### config.mk
export PLATFORM = sky130hd
export DESIGN_NAME = sbus_datapath
export DESIGN_NICKNAME = d
export VERILOG_FILES = /design/src/rtl/sbus_pkg.sv /design/src/rtl/sbus_immext.sv /design/src/rtl/sbus_alu.sv /design/src/rtl/sbus_regfile.sv /design/src/rtl/sbus_datapath.sv
export SDC_FILE = /design/constraint.sdc
export NUM_CORES = 2
export LEC_CHECK = 0
export BUFFER_PORTS_ARGS = -buffer_cell sky130_fd_sc_hd__buf_2
export CORE_MARGIN = 1
export CORE_UTILIZATION = 35
export DETAILED_ROUTE_END_ITERATION = 7
export RECOVER_POWER = 100
export SLEW_MARGIN = 0
export SYNTH_ARGS = -nofsm -noshare
export SYNTH_HDL_FRONTEND = slang
export SYNTH_SLANG_ARGS = --single-unit
### constraint.sdc
create_clock -name clk -period 14.5 [get_ports clk]
set_clock_uncertainty 0.2 [all_clocks]
set_input_delay 1.45 -clock clk [delete_from_list [all_inputs] [get_ports clk]]
set_output_delay 1.45 -clock clk [all_outputs]
set_load 0.03 [all_outputs]
### src/rtl/sbus_pkg.sv
package sbus_pkg;
  localparam int WORD_W = 32;
  localparam int OPC_W  = 6;

  localparam logic [2:0] RS_PC   = 3'd0;
  localparam logic [2:0] RS_F1   = 3'd1;
  localparam logic [2:0] RS_F2   = 3'd2;
  localparam logic [2:0] RS_F3   = 3'd3;
  localparam logic [2:0] RS_LINK = 3'd4;

  typedef enum logic [1:0] {
    OS_FUNC = 2'd0,
    OS_OPC  = 2'd1,
    OS_INC4 = 2'd2,
    OS_ADD  = 2'd3
  } osel_e;

  typedef enum logic [2:0] {
    AC_ADD = 3'd0,
    AC_SUB = 3'd1,
    AC_AND = 3'd2,
    AC_OR  = 3'd3,
    AC_XOR = 3'd4,
    AC_SLL = 3'd5,
    AC_SRL = 3'd6,
    AC_SLT = 3'd7
  } acode_e;
endpackage

### src/rtl/sbus_immext.sv
module sbus_immext #(
  parameter int W     = 32,
  parameter int NARROW = 16,
  parameter int WIDE   = 26
) (
  input  logic [W-1:0] ir,
  input  logic         ext_sel,
  output logic [W-1:0] imm
);
  always_comb begin
    if (ext_sel) imm = {{(W-WIDE){ir[WIDE-1]}}, ir[WIDE-1:0]};
    else         imm = {{(W-NARROW){ir[NARROW-1]}}, ir[NARROW-1:0]};
  end
endmodule

### src/rtl/sbus_alu.sv
module sbus_alu
  import sbus_pkg::*;
#(
  parameter int W = 32
) (
  input  logic [W-1:0] a,
  input  logic [W-1:0] b,
  input  logic [1:0]   op_sel,
  input  logic [2:0]   func_code,
  input  logic [2:0]   opc_code,
  output logic [W-1:0] y
);
  localparam int SH_W = $clog2(W);

  function automatic logic [W-1:0] apply(input logic [2:0] code,
                                         input logic [W-1:0] x,
                                         input logic [W-1:0] z);
    logic [SH_W-1:0] sh;
    sh = z[SH_W-1:0];
    case (acode_e'(code))
      AC_ADD:  apply = x + z;
      AC_SUB:  apply = x - z;
      AC_AND:  apply = x & z;
      AC_OR:   apply = x | z;
      AC_XOR:  apply = x ^ z;
      AC_SLL:  apply = x << sh;
      AC_SRL:  apply = x >> sh;
      default: apply = {{(W-1){1'b0}}, ($signed(x) < $signed(z))};
    endcase
  endfunction

  always_comb begin
    case (osel_e'(op_sel))
      OS_FUNC: y = apply(func_code, a, b);
      OS_OPC:  y = apply(opc_code, a, b);
      OS_INC4: y = a + W'(4);
      default: y = a + b;
    endcase
  end
endmodule

### src/rtl/sbus_regfile.sv
module sbus_regfile
  import sbus_pkg::*;
#(
  parameter int W    = 32,
  parameter int NGPR = 32
) (
  input  logic                    clk,
  input  logic                    rst_n,
  input  logic [2:0]              sel,
  input  logic [$clog2(NGPR)-1:0] idx1,
  input  logic [$clog2(NGPR)-1:0] idx2,
  input  logic [$clog2(NGPR)-1:0] idx3,
  input  logic                    wr_en,
  input  logic [W-1:0]            wr_data,
  output logic [W-1:0]            rd_data
);
  localparam int IW = $clog2(NGPR);

  logic [W-1:0]  gpr_q [NGPR];
  logic [W-1:0]  pc_q;
  logic          use_pc, use_gpr;
  logic [IW-1:0] gidx;

  always_comb begin
    use_pc  = 1'b0;
    use_gpr = 1'b0;
    gidx    = '0;
    case (sel)
      RS_PC:   use_pc = 1'b1;
      RS_F1:   begin use_gpr = 1'b1; gidx = idx1; end
      RS_F2:   begin use_gpr = 1'b1; gidx = idx2; end
      RS_F3:   begin use_gpr = 1'b1; gidx = idx3; end
      RS_LINK: begin use_gpr = 1'b1; gidx = IW'(NGPR-1); end
      default: ;
    endcase
  end

  always_comb begin
    if (use_pc)       rd_data = pc_q;
    else if (use_gpr) rd_data = gpr_q[gidx];
    else              rd_data = '0;
  end

  always_ff @(posedge clk or negedge rst_n) begin
    if (!rst_n)                pc_q <= '0;
    else if (wr_en && use_pc)  pc_q <= wr_data;
  end

  for (genvar g = 0; g < NGPR; g++) begin : g_gpr
    if (g == 0) begin : g_zero
      assign gpr_q[g] = '0;
    end else begin : g_store
      always_ff @(posedge clk or negedge rst_n) begin
        if (!rst_n)                                  gpr_q[g] <= '0;
        else if (wr_en && use_gpr && gidx == IW'(g)) gpr_q[g] <= wr_data;
      end
    end
  end

  // the program counter moves only on a write that selects it
  p_pc_hold_r4: assert property (@(posedge clk) disable iff (!rst_n)
    !(wr_en && sel == RS_PC) |=> $stable(pc_q));
endmodule

### src/rtl/sbus_datapath.sv
module sbus_datapath
  import sbus_pkg::*;
#(
  parameter int W    = WORD_W,
  parameter int NGPR = 32
) (
  input  logic          clk,
  input  logic          rst_n,
  input  logic          ld_ir,
  input  logic          ld_a,
  input  logic          ld_b,
  input  logic          ld_ma,
  input  logic          drv_imm,
  input  logic          drv_alu,
  input  logic          drv_reg,
  input  logic          drv_mem,
  input  logic          reg_wr,
  input  logic          mem_wr,
  input  logic [2:0]    reg_sel,
  input  logic          ext_sel,
  input  logic [1:0]    op_sel,
  output logic [OPC_W-1:0] opcode_o,
  output logic          zero_o,
  output logic          busy_o,
  output logic [W-1:0]  mem_addr_o,
  output logic [W-1:0]  mem_wdata_o,
  output logic          mem_we_o,
  input  logic [W-1:0]  mem_rdata_i,
  input  logic          mem_busy_i
);
  localparam int IW     = $clog2(NGPR);
  localparam int F1_LSB = W - OPC_W - IW;
  localparam int F2_LSB = F1_LSB - IW;
  localparam int F3_LSB = F2_LSB - IW;

  logic [W-1:0] ir_q, a_q, b_q, ma_q;
  logic [W-1:0] bus, imm_v, alu_y, reg_rd;

  assign bus = ({W{drv_imm}} & imm_v) | ({W{drv_alu}} & alu_y) |
               ({W{drv_reg}} & reg_rd) | ({W{drv_mem}} & mem_rdata_i);

  // one bus driver at most in any cycle
  p_one_driver_r2: assert property (@(posedge clk) disable iff (!rst_n)
    $countones({drv_imm, drv_alu, drv_reg, drv_mem}) <= 1);

  always_ff @(posedge clk or negedge rst_n) begin
    if (!rst_n) begin
      ir_q <= '0;
      a_q  <= '0;
      b_q  <= '0;
      ma_q <= '0;
    end else begin
      if (ld_ir) ir_q <= bus;
      if (ld_a)  a_q  <= bus;
      if (ld_b)  b_q  <= bus;
      if (ld_ma) ma_q <= bus;
    end
  end

  // the memory address holds without its load
  p_ma_hold_r3: assert property (@(posedge clk) disable iff (!rst_n)
    !ld_ma |=> $stable(mem_addr_o));

  sbus_regfile #(.W(W), .NGPR(NGPR)) rf_i (
    .clk     (clk),
    .rst_n   (rst_n),
    .sel     (reg_sel),
    .idx1    (ir_q[F1_LSB +: IW]),
    .idx2    (ir_q[F2_LSB +: IW]),
    .idx3    (ir_q[F3_LSB +: IW]),
    .wr_en   (reg_wr),
    .wr_data (bus),
    .rd_data (reg_rd)
  );

  sbus_immext #(.W(W)) ext_i (
    .ir      (ir_q),
    .ext_sel (ext_sel),
    .imm     (imm_v)
  );

  // narrow immediate has all upper bits equal to its sign bit
  p_ext_sign_r6: assert property (@(posedge clk) disable iff (!rst_n)
    !ext_sel |-> ($countones(imm_v[W-1:15]) == 0 ||
                  $countones(imm_v[W-1:15]) == W - 15));

  sbus_alu #(.W(W)) alu_i (
    .a         (a_q),
    .b         (b_q),
    .op_sel    (op_sel),
    .func_code (ir_q[2:0]),
    .opc_code  (ir_q[W-4:W-6]),
    .y         (alu_y)
  );

  // the address-add result minus B gives back A
  p_alu_add_r7: assert property (@(posedge clk) disable iff (!rst_n)
    (op_sel == OS_ADD) |-> (alu_y - b_q == a_q));

  assign opcode_o    = ir_q[W-1 -: OPC_W];
  assign zero_o      = (a_q == '0);
  assign busy_o      = mem_busy_i;
  assign mem_addr_o  = ma_q;
  assign mem_wdata_o = bus;
  assign mem_we_o    = mem_wr;

  // loading a zero bus value into A raises the zero flag
  p_zero_after_load_r8: assert property (@(posedge clk) disable iff (!rst_n)
    (ld_a && bus == '0) |=> zero_o);
endmodule

# == Word level (Yosys, flattened, before mapping) ==
# Cells that the tools add are included.
# word_totals
regBits,1152
inputBits,51
output_inout_bits,73
wordCells,154
# classes
addsub,3
order_cmp,2
n_eq_ne,49
shift,2
muxes,12
bitwise_logic,11
reduce_logical,39
# op_table
operator,n
32-bit one-hot mux with 7 select lines,2
32-bit AND,5
32-bit binary-select mux with 5-bit select,1
32-bit two-way mux,5
32-bit OR,4
32-bit one-hot mux with 3 select lines,1
5-bit == test (second input constant),16
5-bit by 4-bit == test with 1-bit output (second input constant),8
1-bit logical AND,33
32-bit by 3-bit adder with 32-bit output (second input constant),1
32-bit adder,1
32-bit zero test,1
32-bit less-than comparator,1
32-bit by 5-bit left shift with 32-bit output,1
32-bit by 5-bit right shift with 32-bit output,1
32-bit subtractor,1
32-bit XOR,1
3-bit == test (second input constant),7
5-bit by 3-bit == test with 1-bit output (second input constant),4
5-bit one-hot mux with 4 select lines,1
3-bit by 2-bit == test with 1-bit output (second input constant),6
5-bit by 2-bit == test with 1-bit output (second input constant),2
3-bit by 1-bit == test with 1-bit output (second input constant),3
3-bit zero test,3
other kinds (8),9

# == Longest topological paths before layout ==
# depth
word_depth,11
ltp_mapped,20
depth_no_buf,14

# == Cells and area by module ==
# From an unflattened synthesis, not the netlist that was laid out.
# unflattened
hier_cells,6412
hier_area_um2,64947.3
# by_module_without_submodules
module,n_inst,cells_per_inst,area_per_inst_um2,seq_area_each_um2
sbus_regfile,1,4054,47498.1,25624.6
sbus_alu,1,1785,11257.0,0.0
sbus_datapath,1,539,5860.6,3203.1
sbus_immext,1,34,331.6,0.0

# == Worst setup path after synthesis ==
# No wires, ideal clock.
# synth_path
path_type,register to output
start,register b_q[2]
end,output port mem_wdata_o[27]
arrival_time_ps,4341
t_required_ps,12850
path_slack_ps,8509
path_stages_with_launch,20
n_path_buf,7
path_cell_list,dfrtp_1 -> clkbuf_1 -> inv_1 -> buf_6 -> buf_6 -> buf_2 -> buf_1 -> ha_1 -> buf_2 -> o211ai_1 -> o211ai_1 -> nand4_1 -> a311o_1 -> nand2_1 -> mux2_2 -> a21oi_1 -> a311oi_1 -> a311oi_2 -> buf_2 -> inv_1
# synth_via
elab_chain_len,7
elab_cells_between_ends,11
cone_classes,2 x add/sub; 2 x shift; 3 x mux; 4 x bitwise
# synth_lines
item,line_no,text
start: declaration,sbus_datapath.sv:36,"logic [W-1:0] ir_q, a_q, b_q, ma_q;"
start signal: assignment,sbus_datapath.sv:55,if (ld_b) b_q <= bus;
"32-bit subtractor, or another cell as far along",sbus_alu.sv:22,AC_SUB: apply = x - z;
32-bit one-hot mux with 7 select lines,sbus_alu.sv:20,case (acode_e'(code))
32-bit one-hot mux with 3 select lines *,sbus_alu.sv:33,case (osel_e'(op_sel))
32-bit AND *,sbus_datapath.sv:39,assign bus = ({W{drv_imm}} & imm_v) | ({W{drv_alu}} & alu_y) |
32-bit OR * (2 in a row),sbus_datapath.sv:39,
32-bit OR *,sbus_datapath.sv:40,({W{drv_reg}} & reg_rd) | ({W{drv_mem}} & mem_rdata_i);
end: declaration,sbus_datapath.sv:26,"output logic [W-1:0] mem_wdata_o,"
# Every way passes the cells marked *; elsewhere a longest branch is shown, timed or not.

# == Worst setup path after layout ==
# layout_path
start,input port reg_sel[0]
end,output port mem_wdata_o[17]
# layout_via
elab_chain_len,11
elab_cells_between_ends,18
cone_classes,4 x eq/ne; 8 x mux; 4 x bitwise; 2 x reduce/logical
# layout_lines
item,line_no,text
start: declaration,sbus_datapath.sv:19,"input logic [2:0] reg_sel,"
"3-bit == test, or another cell as far along",sbus_regfile.sv:28,case (sel)
5-bit one-hot mux with 4 select lines,sbus_regfile.sv:28,
5-bit NOT with 6-bit output (implied by the code),sbus_regfile.sv:40,else if (use_gpr) rd_data = gpr_q[gidx];
32-bit binary-select mux with 5-bit select,sbus_regfile.sv:40,
32-bit two-way mux (implied by the code) (2 in a row),sbus_regfile.sv:40,
32-bit two-way mux,sbus_regfile.sv:40,
32-bit two-way mux *,sbus_regfile.sv:39,if (use_pc) rd_data = pc_q;
32-bit AND *,sbus_datapath.sv:40,
32-bit OR *,sbus_datapath.sv:39,
32-bit OR *,sbus_datapath.sv:40,
# Every way passes the cells marked *; elsewhere a longest branch is shown, timed or not. The select of a mux whose other input is x is not followed.

==> metrics.txt <==
number of global-route vias before repair=56000; synth warn=0; Int Pwr=8.54 mW; setup TNS=0 ps; Die Ht=431 um; first-pass GRT wire length=395000 um; WL/cell=26.9 um; largest fanout on the critical path=51; r2r startpoint=b_q[4]; Synth Instances=7717; TritonCTS clock tree=built; net count of the finished layout=7605; worst skew pair latency=800 ps; Tot Pwr=15.1 mW; Initial Utilization=35.3%; critical path capture point type=output pin; root buf cell=clkbuf_16; fraction of registers with async set/reset=100%; Max-cap violations=59; synthesis-to-layout area growth=9.03%; DRC errors left=0; Net Count, Synth=7869; I/O Buffers=119; number of hold violations in the final report=0; Synth Flop Type=dfrtp_1; sequential share of power=35.8%; pre-CTS worst setup slack=5920 ps; fin crit period=11470 ps; Yosys cell types=117; Routed WL=270000 um; Pins Over Slew Limit=2535; placed instance area=0.0666 sq mm; initial antenna violation count=15; Sw Ratio=43.4%; Final setup violation count=0; pin count of the biggest net entering global routing=162; Max Root-Sink Buffers=3; Critical Path Start Type=input port; Fmax=87.2 MHz; core area=0.183 sq mm; HP Class=reg -> reg; peak supply drop=0.000128 V; Final Wtd Congestion=1.02; CP Class=in -> out; worst-margin pin slew=4270 ps; clock sinks=1152; setup ws final=3030 ps; Die Width=431 um; Leak Pwr=29.5 nW; clock power share=22.1%; worst setup path endpoint=mem_wdata_o[17]; hold slack=280 ps; critical path startpoint=reg_sel[0]; number of synthesized flops with an enable pin=0; die area=0.186 sq mm; Gates resized, CTS repair=0; sequential area share after synthesis=44.7%; RSZ-0062 raised after global routing=no; post-DP HPWL=178000 um; CTS H-tree lvls=4; data required time of the critical path=12850 ps; Arr. time, crit path=9820 ps; total number of vias=59900; starting DRC count in detailed routing=7514; share of layout cells above drive strength 1=8.23%; Cell Area, Synth=0.0646 sq mm; failing checks=capacitance limit, slew limit; DR pass1 iterations=8; # fillers=18800; Post-CTS Setup Bufs=0; pwr dens=214 mW/mm^2; Combinational Power Share=42.0%; crit share post-route=79.1%; Worst R2R Setup Slack=4260 ps; post-synthesis register bit count=1152; Net Switching=6.55 mW; grt ovf=0; Worst Reg2Reg Path Length in Cells=14; GRT Util Overall=28.4%; clk slew on worst S/H paths=60 ps; Rel. slew slack=-185%; DRT antenna net count=0; Ports=124; outcome=finished, violations left; Avg Cell Area, Syn=8.37 sq um; Vias per Instance=5.97; number of placement rows=157; reg2reg end=rf_i.gpr_q[320]; Design Area, Final=0.0704 sq mm; cts bufs inserted=130; Hold-fix buffers, CTS=0
[power groups by stage]
stage                     logic [mW]  clock network, mW  registers, mW
after floorplan                 4.33                  0           5.19
after global placement          6.17                  0           5.37
after detailed placement        6.25                  0           5.41
after CTS                       6.27               3.39           5.37
after global routing            6.85               3.53           5.55
final                           6.34               3.34           5.41
[worst max-delay path, stage by stage]
cell	delay [ps]
buf_2	360
or3b_1	490
o221a_1	1850
buf_4	760
clkbuf_1	1400
nor2_1	430
a211oi_1	410
a311oi_1	130
nand4_1	160
a21oi_1	110
a2111oi_4	350
clkbuf_1	1410
inv_1	110
clkbuf_1	280
[synth_stat cells, types with 90 or more instances]
master    number  area (sq um)
nand3_1      373          1870
nor2_1      1077          4040
mux2i_1      103          1030
a31oi_1       90           563
a21oi_1     1004          5020
dfrtp_1     1152         28800
buf_2        225          1130
o21ai_0      392          1960
clkbuf_1     350          1310
ha_1          99          1240
inv_1        149           559
nand2_1     1301          4880
[worst min path at each step]
stage	startpoint	endpoint	slack [ps]	depth (start not counted)
finish	rf_i.gpr_q[587]	rf_i.gpr_q[587]	280	2
global route	rf_i.gpr_q[785]	rf_i.gpr_q[785]	290	2
CTS	rf_i.gpr_q[948]	rf_i.gpr_q[948]	280	2
detailed placement	rf_i.gpr_q[813]	rf_i.gpr_q[813]	270	2
global placement	rf_i.pc_q[15]	rf_i.pc_q[15]	260	2
floorplan	rf_i.pc_q[15]	rf_i.pc_q[15]	240	2
[through the flow]
stage                     cells  util (%)
final                     10000      38.4
after global routing      10000      38.4
after CTS                 10000      38.7
after detailed placement   9785      36.4
after global placement     9785      36.4
after floorplan            7717         -
[cell type report]
cell class	count	area [sq um]	share of cell area, %
multi-input combinational	5683	31600	44.9
sequential	1152	28800	41.0
clock buffer	192	3770	5.35
tap	2464	3080	4.38
timing repair buffer	332	1960	2.79
inverter	154	578	0.821
clock inverter	42	524	0.745
antenna	6	15.0	0.0213
[layer usage]
| metal | global-route usage (%) | up-vias | wire (um) | share of wire, % |
|---|---|---|---|---|
| li1 | - | 26500 | - | - |
| met1 | 38.8 | 29500 | 111000 | 41 |
| met2 | 43.1 | 3204 | 119000 | 44 |
| met3 | 5.76 | 691 | 25100 | 9.3 |
| met4 | 13.3 | 12 | 14300 | 5.3 |
| met5 | 0 | - | 63 | 0.023 |
[layout by cell type, fill, tap and decap left out, types with 130 or more instances in the layout]
master	count
a21oi_1	1006
dfrtp_1	1147
o21ai_0	425
clkbuf_1	157
nand2_1	1298
inv_1	149
nand3_1	373
nor2_1	1051
clkbuf_16	130
buf_4	157
[cells by family (layout without fill, tap and decap cells)]
| logic type | after synthesis | after routing | share of synthesized area, % |
|---|---|---|---|
| xor gates and xnor gates | 73 | 73 | 0.990 |
| AOI/OAI and AO/OA | 2199 | 2199 | 20.9 |
| DFF | 1152 | 1152 | 44.7 |
| other | 0 | 6 | 0 |
| buffers and inverters | 882 | 720 | 6.61 |
| and+or+nand+nor | 3091 | 3091 | 20.2 |
| muxes | 219 | 219 | 4.73 |
| adders and majority gates | 101 | 101 | 1.98 |
[registers in the layout, summed over array words and instances (netlist names)]
signal and cells:
ir_q 32, b_q 32, a_q 32, rf_i.pc_q 32, rf_i.gpr_q 992, mem_addr_o 32
Power figures use the tool's default switching activity.
